==> src/rtl/sc_clkstop_pkg.sv <==
package sc_clkstop_pkg;

  localparam int CTRL_W = 4;

  typedef struct packed {
    logic rx_en;
    logic tx_en;
    logic park_lvl;
    logic clk_en;
  } sc_ctrl_t;

  typedef enum logic [1:0] {
    ST_PARKED = 2'd0,
    ST_RUN    = 2'd1,
    ST_DRAIN  = 2'd2
  } sc_state_t;

endpackage

==> src/rtl/sc_ctrl_reg.sv <==
module sc_ctrl_reg
  import sc_clkstop_pkg::*;
(
  input  logic              clk,
  input  logic              rst_n,
  input  logic              wr_en,
  input  logic [CTRL_W-1:0] wr_data,
  output sc_ctrl_t          ctrl
);

  always_ff @(posedge clk or negedge rst_n) begin
    if (!rst_n) begin
      ctrl <= '0;
    end else if (wr_en) begin
      ctrl <= sc_ctrl_t'(wr_data);
    end
  end

endmodule

==> src/rtl/sc_div_timer.sv <==
module sc_div_timer #(
  parameter int DIV_W = 8
) (
  input  logic             clk,
  input  logic             rst_n,
  input  logic             restart,
  input  logic             active,
  input  logic [DIV_W-1:0] div_half,
  output logic             mid_evt,
  output logic             period_evt
);

  function automatic logic [DIV_W-1:0] eff_half(input logic [DIV_W-1:0] d);
    return (d == '0) ? DIV_W'(1) : d;
  endfunction

  logic [DIV_W-1:0] cnt;
  logic [DIV_W-1:0] half_cur;
  logic             second_half;
  logic             half_end;

  assign half_end   = active && (cnt == half_cur - DIV_W'(1));
  assign mid_evt    = half_end && !second_half;
  assign period_evt = half_end && second_half;

  always_ff @(posedge clk or negedge rst_n) begin
    if (!rst_n) begin
      cnt         <= '0;
      second_half <= 1'b0;
      half_cur    <= DIV_W'(1);
    end else if (restart) begin
      cnt         <= '0;
      second_half <= 1'b0;
      half_cur    <= eff_half(div_half);
    end else if (active) begin
      if (half_end) begin
        cnt <= '0;
        if (second_half) begin
          second_half <= 1'b0;
          half_cur    <= eff_half(div_half);
        end else begin
          second_half <= 1'b1;
        end
      end else begin
        cnt <= cnt + DIV_W'(1);
      end
    end
  end

endmodule

==> src/rtl/sc_stop_fsm.sv <==
module sc_stop_fsm
  import sc_clkstop_pkg::*;
(
  input  logic      clk,
  input  logic      rst_n,
  input  logic      clk_en,
  input  logic      park_lvl,
  input  logic      mid_evt,
  input  logic      period_evt,
  output logic      restart,
  output logic      active,
  output logic      park_cap,
  output logic      sck,
  output sc_state_t state
);

  logic start_lvl;

  assign restart = (state == ST_PARKED) && clk_en;
  assign active  = (state != ST_PARKED);

  always_ff @(posedge clk or negedge rst_n) begin
    if (!rst_n) begin
      state     <= ST_PARKED;
      park_cap  <= 1'b0;
      start_lvl <= 1'b0;
      sck       <= 1'b0;
    end else begin
      unique case (state)
        ST_PARKED: begin
          if (clk_en) begin
            state     <= ST_RUN;
            start_lvl <= park_cap;
            sck       <= park_cap;
          end
        end
        ST_RUN: begin
          if (mid_evt) begin
            sck <= ~start_lvl;
          end else if (period_evt) begin
            sck <= start_lvl;
            if (!clk_en) begin
              state    <= ST_DRAIN;
              park_cap <= park_lvl;
            end
          end
        end
        ST_DRAIN: begin
          if (mid_evt) begin
            sck <= ~start_lvl;
          end else if (period_evt) begin
            state <= ST_PARKED;
            sck   <= park_cap;
          end
        end
        default: state <= ST_PARKED;
      endcase
    end
  end

endmodule

==> src/rtl/sc_clkstop.sv <==
module sc_clkstop
  import sc_clkstop_pkg::*;
#(
  parameter int DIV_W = 8
) (
  input  logic                         clk,
  input  logic                         rst_n,
  input  logic                         wr_en,
  input  logic [sc_clkstop_pkg::CTRL_W-1:0] wr_data,
  input  logic [DIV_W-1:0]             div_half,
  input  logic                         stby_req,
  output logic                         sck_out,
  output logic                         clk_stopped,
  output logic                         tx_en,
  output logic                         rx_en,
  output logic                         stby_ack
);

  sc_ctrl_t  ctrl;
  sc_state_t state;
  logic      restart;
  logic      active;
  logic      mid_evt;
  logic      period_evt;
  logic      park_cap;

  sc_ctrl_reg u_ctrl (
    .clk     (clk),
    .rst_n   (rst_n),
    .wr_en   (wr_en),
    .wr_data (wr_data),
    .ctrl    (ctrl)
  );

  sc_div_timer #(.DIV_W(DIV_W)) u_timer (
    .clk        (clk),
    .rst_n      (rst_n),
    .restart    (restart),
    .active     (active),
    .div_half   (div_half),
    .mid_evt    (mid_evt),
    .period_evt (period_evt)
  );

  sc_stop_fsm u_fsm (
    .clk        (clk),
    .rst_n      (rst_n),
    .clk_en     (ctrl.clk_en),
    .park_lvl   (ctrl.park_lvl),
    .mid_evt    (mid_evt),
    .period_evt (period_evt),
    .restart    (restart),
    .active     (active),
    .park_cap   (park_cap),
    .sck        (sck_out),
    .state      (state)
  );

  assign clk_stopped = (state == ST_PARKED);
  assign tx_en       = ctrl.tx_en;
  assign rx_en       = ctrl.rx_en;
  assign stby_ack    = stby_req && clk_stopped;

endmodule

==> config.mk <==
export PLATFORM = sky130hd
export DESIGN_NAME = sc_clkstop
export DESIGN_NICKNAME = d
export VERILOG_FILES = /design/src/rtl/sc_clkstop_pkg.sv /design/src/rtl/sc_ctrl_reg.sv /design/src/rtl/sc_div_timer.sv /design/src/rtl/sc_stop_fsm.sv /design/src/rtl/sc_clkstop.sv
export SDC_FILE = /design/constraint.sdc
export NUM_CORES = 1
export LEC_CHECK = 0
export BUFFER_PORTS_ARGS = -buffer_cell sky130_fd_sc_hd__buf_2
export CORE_AREA = 4 4 61 63
export DETAILED_ROUTE_END_ITERATION = 10
export DIE_AREA = 0 0 65 67
export GPL_TIMING_DRIVEN = 0
export PLACE_DENSITY_LB_ADDON = 0.2
export SLEW_MARGIN = 25
export SYNTH_ARGS = -nofsm -noshare
export SYNTH_HDL_FRONTEND = slang
export SYNTH_SLANG_ARGS = --single-unit
export TNS_END_PERCENT = 20
==> constraint.sdc <==
create_clock -name clk -period 2.69 [get_ports clk]
set_clock_uncertainty 0.2 [all_clocks]
set_input_delay 0.538 -clock clk [delete_from_list [all_inputs] [get_ports clk]]
set_output_delay 0.538 -clock clk [all_outputs]
set_load 0.02 [all_outputs]
Word level (Yosys, flattened, before mapping) --
Cells that the tools add are included.
Word-level totals: output and inout bits 5, logic and storage cells 71, input bits 16, flip-flop bits (word level) 26
Operators by class: reduce and logical (&&, ||, !) cells 19, equality and inequality tests 11, bitwise gates (word level) 3, multiplexer cells 25, add/sub/neg operators 2
Operators with widths (count):
- 8-bit two-way mux | 8
- 2-bit two-way mux | 6
- 2-bit inequality test (second input constant) | 5
- 1-bit two-way mux | 9
- 8-bit by 1-bit adder with 8-bit output (second input constant) | 1
- 8-bit == test | 1
- 8-bit logical NOT | 1
- 4-bit AND reduction | 2
- 2-bit nonzero test | 4
- 8-bit by 1-bit subtractor with 8-bit output (second input constant) | 1
- 3-bit inequality test (second input constant) | 2
- 2-bit case mux with 3 select lines | 1
- 6-bit AND reduction | 1
- 1-bit logical AND | 5
- 2-bit AND reduction | 2
- 1-bit inverter | 3
- 1-bit case mux with 3 select lines | 1
- 3-bit AND reduction | 1
- 3-bit nonzero test | 1
- 2-bit by 1-bit == test with 1-bit output (second input constant) | 1
- 2-bit == test (second input constant) | 1
- 2-bit logical NOT | 1
- 2-bit by 1-bit inequality test with 1-bit output (second input constant) | 1
- 1-bit logical NOT | 1

Logic depth before layout (Yosys ltp) --
word-level depth 7, gate-level depth with buffers 10, depth with buffers taken out 9

Cells and area by module --
From an unflattened synthesis, not the netlist that was laid out.
Second synthesis, totals: cells, all modules 152, area total of the unflattened synthesis 1696.6 um^2
Modules (own cells, without submodules):
- sc_div_timer | seq. area each 426.7 um^2, instances 1, area each 1124.8 um^2, cells an instance 105
- sc_stop_fsm | seq. area each 125.1 um^2, instances 1, area each 410.4 um^2, cells an instance 37
- sc_ctrl_reg | seq. area each 100.1 um^2, instances 1, area each 145.1 um^2, cells an instance 8
- sc_clkstop | seq. area each 0.0 um^2, instances 1, area each 16.3 um^2, cells an instance 2

Worst setup path before layout --
No wires, ideal clock.
path type register to register, start register u_timer.half_cur[1], end register u_fsm.park_cap, setup slack 0.112 ns, library setup time 0.125 ns, path buffers 1, cell stages (with the launch flop) 9, period minus slack after synthesis 2.578 ns, data required time 2.365 ns, arrival 2.253 ns, cells stage by stage dfrtp_1 -> or4_4 -> nor4_1 -> nor3b_1 -> a211oi_2 -> buf_6 -> nand2_4 -> nor3b_2 -> mux2_2
Between the ends: cells in the longest elaborated chain, start to end 6, elaborated cells between the ends (all ways) 7, classes of those cells add/sub (1); eq/ne (1); bitwise (1); reduce/logical (4)
RTL lines:
- start: declaration | RTL line sc_div_timer.sv:18 | logic [DIV_W-1:0] half_cur;
- start signal: assignment | RTL line sc_div_timer.sv:34 | half_cur <= eff_half(div_half);
- start signal: assignment | RTL line sc_div_timer.sv:40 | half_cur <= eff_half(div_half);
- 8-bit by 1-bit subtractor with 8-bit output (*) | RTL line sc_div_timer.sv:22 | assign half_end = active && (cnt == half_cur - DIV_W'(1));
- 8-bit == test (*) | RTL line sc_div_timer.sv:22
- 1-bit logical AND (*) | RTL line sc_div_timer.sv:22
- 1-bit logical AND | RTL line sc_div_timer.sv:23 | assign mid_evt = half_end && !second_half;
- 1-bit inverter (no source line)
- 4-bit AND reduction (no source line) (*)
- end signal: assignment | RTL line sc_stop_fsm.sv:44 | park_cap <= park_lvl;
- end: declaration | RTL line sc_stop_fsm.sv:12 | output logic park_cap,
Every way passes the cells marked *; elsewhere a longest branch is shown, timed or not. A chain may end at the register's enable or synchronous reset.

Worst setup path in the final report --
start register u_timer.half_cur[2], end register u_fsm.park_cap
Same word-level chain as after synthesis.

==> run_results.csv <==
group,metric,value,unit
worst_setup_path,r2r_cells,8,
min_path,min_path_type,"primary input to async pin",
floorplan,die-area,4360,um2
synth,yosysWarnings,0,
floorplan,dieHeight,67,um
clock_network,cts_buffers,3,
timing,whs,-0.0112,ns
global_routing,grt.overflow.total,0,
power_and_ir_drop,peakVddDrop,0.456,mV
timing,finalMaxSlewViolations,0,
place,dp.final_hpwl,2250,um
final_layout,syn_to_final_growth,23.6,%
synth,netlist_area,1560,um2
synth,synth_area_leaders,"dfrtp_1 (40%), mux2_2 (8.7%), ha_1 (4.8%)",
outcome,status,"finished with violations",
worst_setup_path,rr_endpoint,"u_fsm.park_cap",
worst_setup_path,path_cells,"or4_4 -> nor4_2 -> nor3b_2 -> a211oi_4 -> buf_6 -> nand2_4 -> nor3b_4 -> mux2_4",
routing,vias,1226,
worst_setup_path,cp_top_family,"simple AND/OR/NAND/NOR gates",
worst_setup_path,cp.arrival,2.75,ns
clock_network,cts_hold_buf,0,
clock_network,clk_pin_slew,0.14,ns
synth,synth_ff_type,"dfrtp_1",
clock_network,cts.sinks,26,
worst_setup_path,critPathLaunchType,"register",
synth,synth.yosys.seq_area_share,41.8,%
global_routing,gr-usage-all-layers,15.4,%
worst_setup_path,crit_buf_inv,1,
worst_setup_path,critPathMaxStageDelay,0.58,ns
timing,timing.final.crit_share,101,%
routing,vias_per_cell,5.24,
job,cap_viol_max_count,0,
worst_setup_path,critPathCaptureType,"register",
synth,async_flop_share,100,%
timing,tightestPinTransition,0.578,ns
outcome,violations,"hold timing, setup timing",
routing,post_drt_wl_per_cell,13.3,um
synth,synthCells,157,
clock_network,cts-root-buf,"clkbuf_4",
synth,yosys.area.top_type_share,40.2,%
floorplan,io-pin-count,21,
global_routing,grt_pass1_wl,5330,um
routing,drt_pass1_iterations,4,
routing,wl,3100,um
synth,synth_edf_count,0,
final_layout,layout-drive-gt1-share,37.2,%
floorplan,start_util,48.2,%
power_and_ir_drop,total_power,1.68,mW
clock_network,worst_skew_pair.late_latency,0.32,ns
synth,syn_nets,179,
synth,ys_types,45,
final_layout,nets,211,
timing,period_minus_slack,2.72,ns
timing,slew_headroom,61.5,%
worst_setup_path,regToRegSetupSlack,-0.03,ns
global_routing,grt_max_degree,27,
worst_setup_path,rr_startpoint,"u_timer.half_cur[2]",
global_routing,antenna_found_initial,0,
worst_setup_path,crit_type,"register to register",
synth,yosys.area.top_type,"dfrtp_1",
synth,ys_top_cells_by_count,"dfrtp_1 (25), nand2_1 (14), mux2_2 (12)",
timing,setup_tns,-0.0314,ns
floorplan,rows,21,
power_and_ir_drop,powerDensity,874,nW/um2
timing,setup_viol,1,
clock_network,cts_tree,"done",
global_routing,grt_pass1_vias,1242,
timing,rsz0062_at_grt,"true",
routing,postRouteAntennaNets,0,
routing,drt_iter0_markers,39,
synth,avgSynthCellArea,9.92,um2
clock_network,cts-htree-levels,1,
timing,setup_ws,-0.0314,ns
floorplan,die_width,65,um
floorplan,coreArea,3230,um2
power_and_ir_drop,p_leak,0.898,nW
clock_network,clk_path_buf_depth,2,
timing,finalHoldViolCount,25,
final_layout,antenna_cells,0,
worst_setup_path,path_max_fanout,4,
synth,ys_ff_latch,26,
place,io_buffers,20,
synth,synthMostInstantiatedCell,"dfrtp_1",
routing,drc,0,
place,gp_congestion,0.749,
timing,fmax,367,MHz
worst_setup_path,worst_path_max_delay_cell,"or4_4",
worst_setup_path,required,2.72,ns
==> timing repair <==
action | 4_1_cts | 5_1_grt
buffers inserted | 7 | 1
endpoints found under the hold margin | 0 | 0
pin swaps | 4 | 7
cloned | 0 | 0
resized for setup | 5 | 17
setup endpoints to repair | 8 | 14
==> layout make-up <==
cell class / count / area (um2)
fill: 305 / 1310
timing repair buffer: 28 / 160
tap: 46 / 57.6
multi-input combinational: 116 / 933
clock buffer: 3 / 22.5
buffer: 6 / 40.0
clock inverter: 1 / 30.0
sequential: 26 / 652
inverter: 8 / 30.0
==> flip-flops by register name, indices dropped and copies added (netlist names) <==
register and flops:
u_fsm.sck 1, u_fsm.park_cap 1, u_timer.second_half 1, u_fsm.start_lvl 1, u_timer.cnt 8, u_ctrl.ctrl 4
u_timer.half_cur 8, u_fsm.state 2
==> layout by cell type, fill, tap and decap left out, types with 3 or more instances in the layout <==
cell	Yosys	layout
a211o_1	3	3
a21oi_1	6	5
and3_1	3	3
buf_2	3	21
buf_4	0	8
clkbuf_4	0	3
dfrtp_1	25	25
ha_1	6	4
inv_1	8	7
mux2_2	12	6
mux2_4	0	6
nand2_1	14	14
nor2_1	11	11
nor2b_1	3	3
nor3_1	8	6
o21ai_0	5	5
or2_2	3	3
xnor2_1	7	6
xor2_1	4	4
==> cell families after synthesis <==
kind of cell	count (synthesis)	synth area share, %
flops	26	41.8
mux	14	9.96
buf+inv	15	4.34
xor+xnor	11	6.18
simple gates	59	21.0
fa+ha+maj	6	4.82
compound gates	26	11.8
==> report_power, final <==
part           total [mW]  internal [mW]  switching [mW]
registers           0.621          0.494           0.127
logic               0.795          0.416           0.379
clock network       0.268          0.151           0.117
==> routing by layer <==
layer  up-vias  global-route usage, %  wire (um)
met5         -                      0          0
met4         0                   5.80         35
met3         4                   3.04         61
met2        10                   27.6       1620
met1       599                   18.0       1390
li1        613                      -          -
==> worst max-delay path by stage <==
stage                         from              to  slack (ns)  cells after the start
2_1_floorplan  u_timer.half_cur[1]  u_fsm.park_cap        0.11                      8
3_3_place_gp   u_timer.half_cur[1]  u_fsm.park_cap       -0.05                      8
3_5_place_dp   u_timer.half_cur[1]  u_fsm.park_cap       -0.10                      8
4_1_cts        u_timer.half_cur[2]  u_fsm.park_cap       -0.01                      8
5_1_grt        u_timer.half_cur[0]  u_fsm.park_cap       -0.12                     10
6_report       u_timer.half_cur[2]  u_fsm.park_cap       -0.03                      8
==> per-stage QoR <==
stage                     cells  util [%]  setup WS [ns]  area [um2]
after floorplan             157         -          0.112        1560
after global placement      223      53.1        -0.0514        1720
after detailed placement    223      53.1         -0.103        1720
after CTS                   234      56.9        -0.0117        1840
after global routing        234      59.6         -0.123        1930
final                       234      59.6        -0.0314        1930
Note: power is estimated with default switching activity, not from simulation.
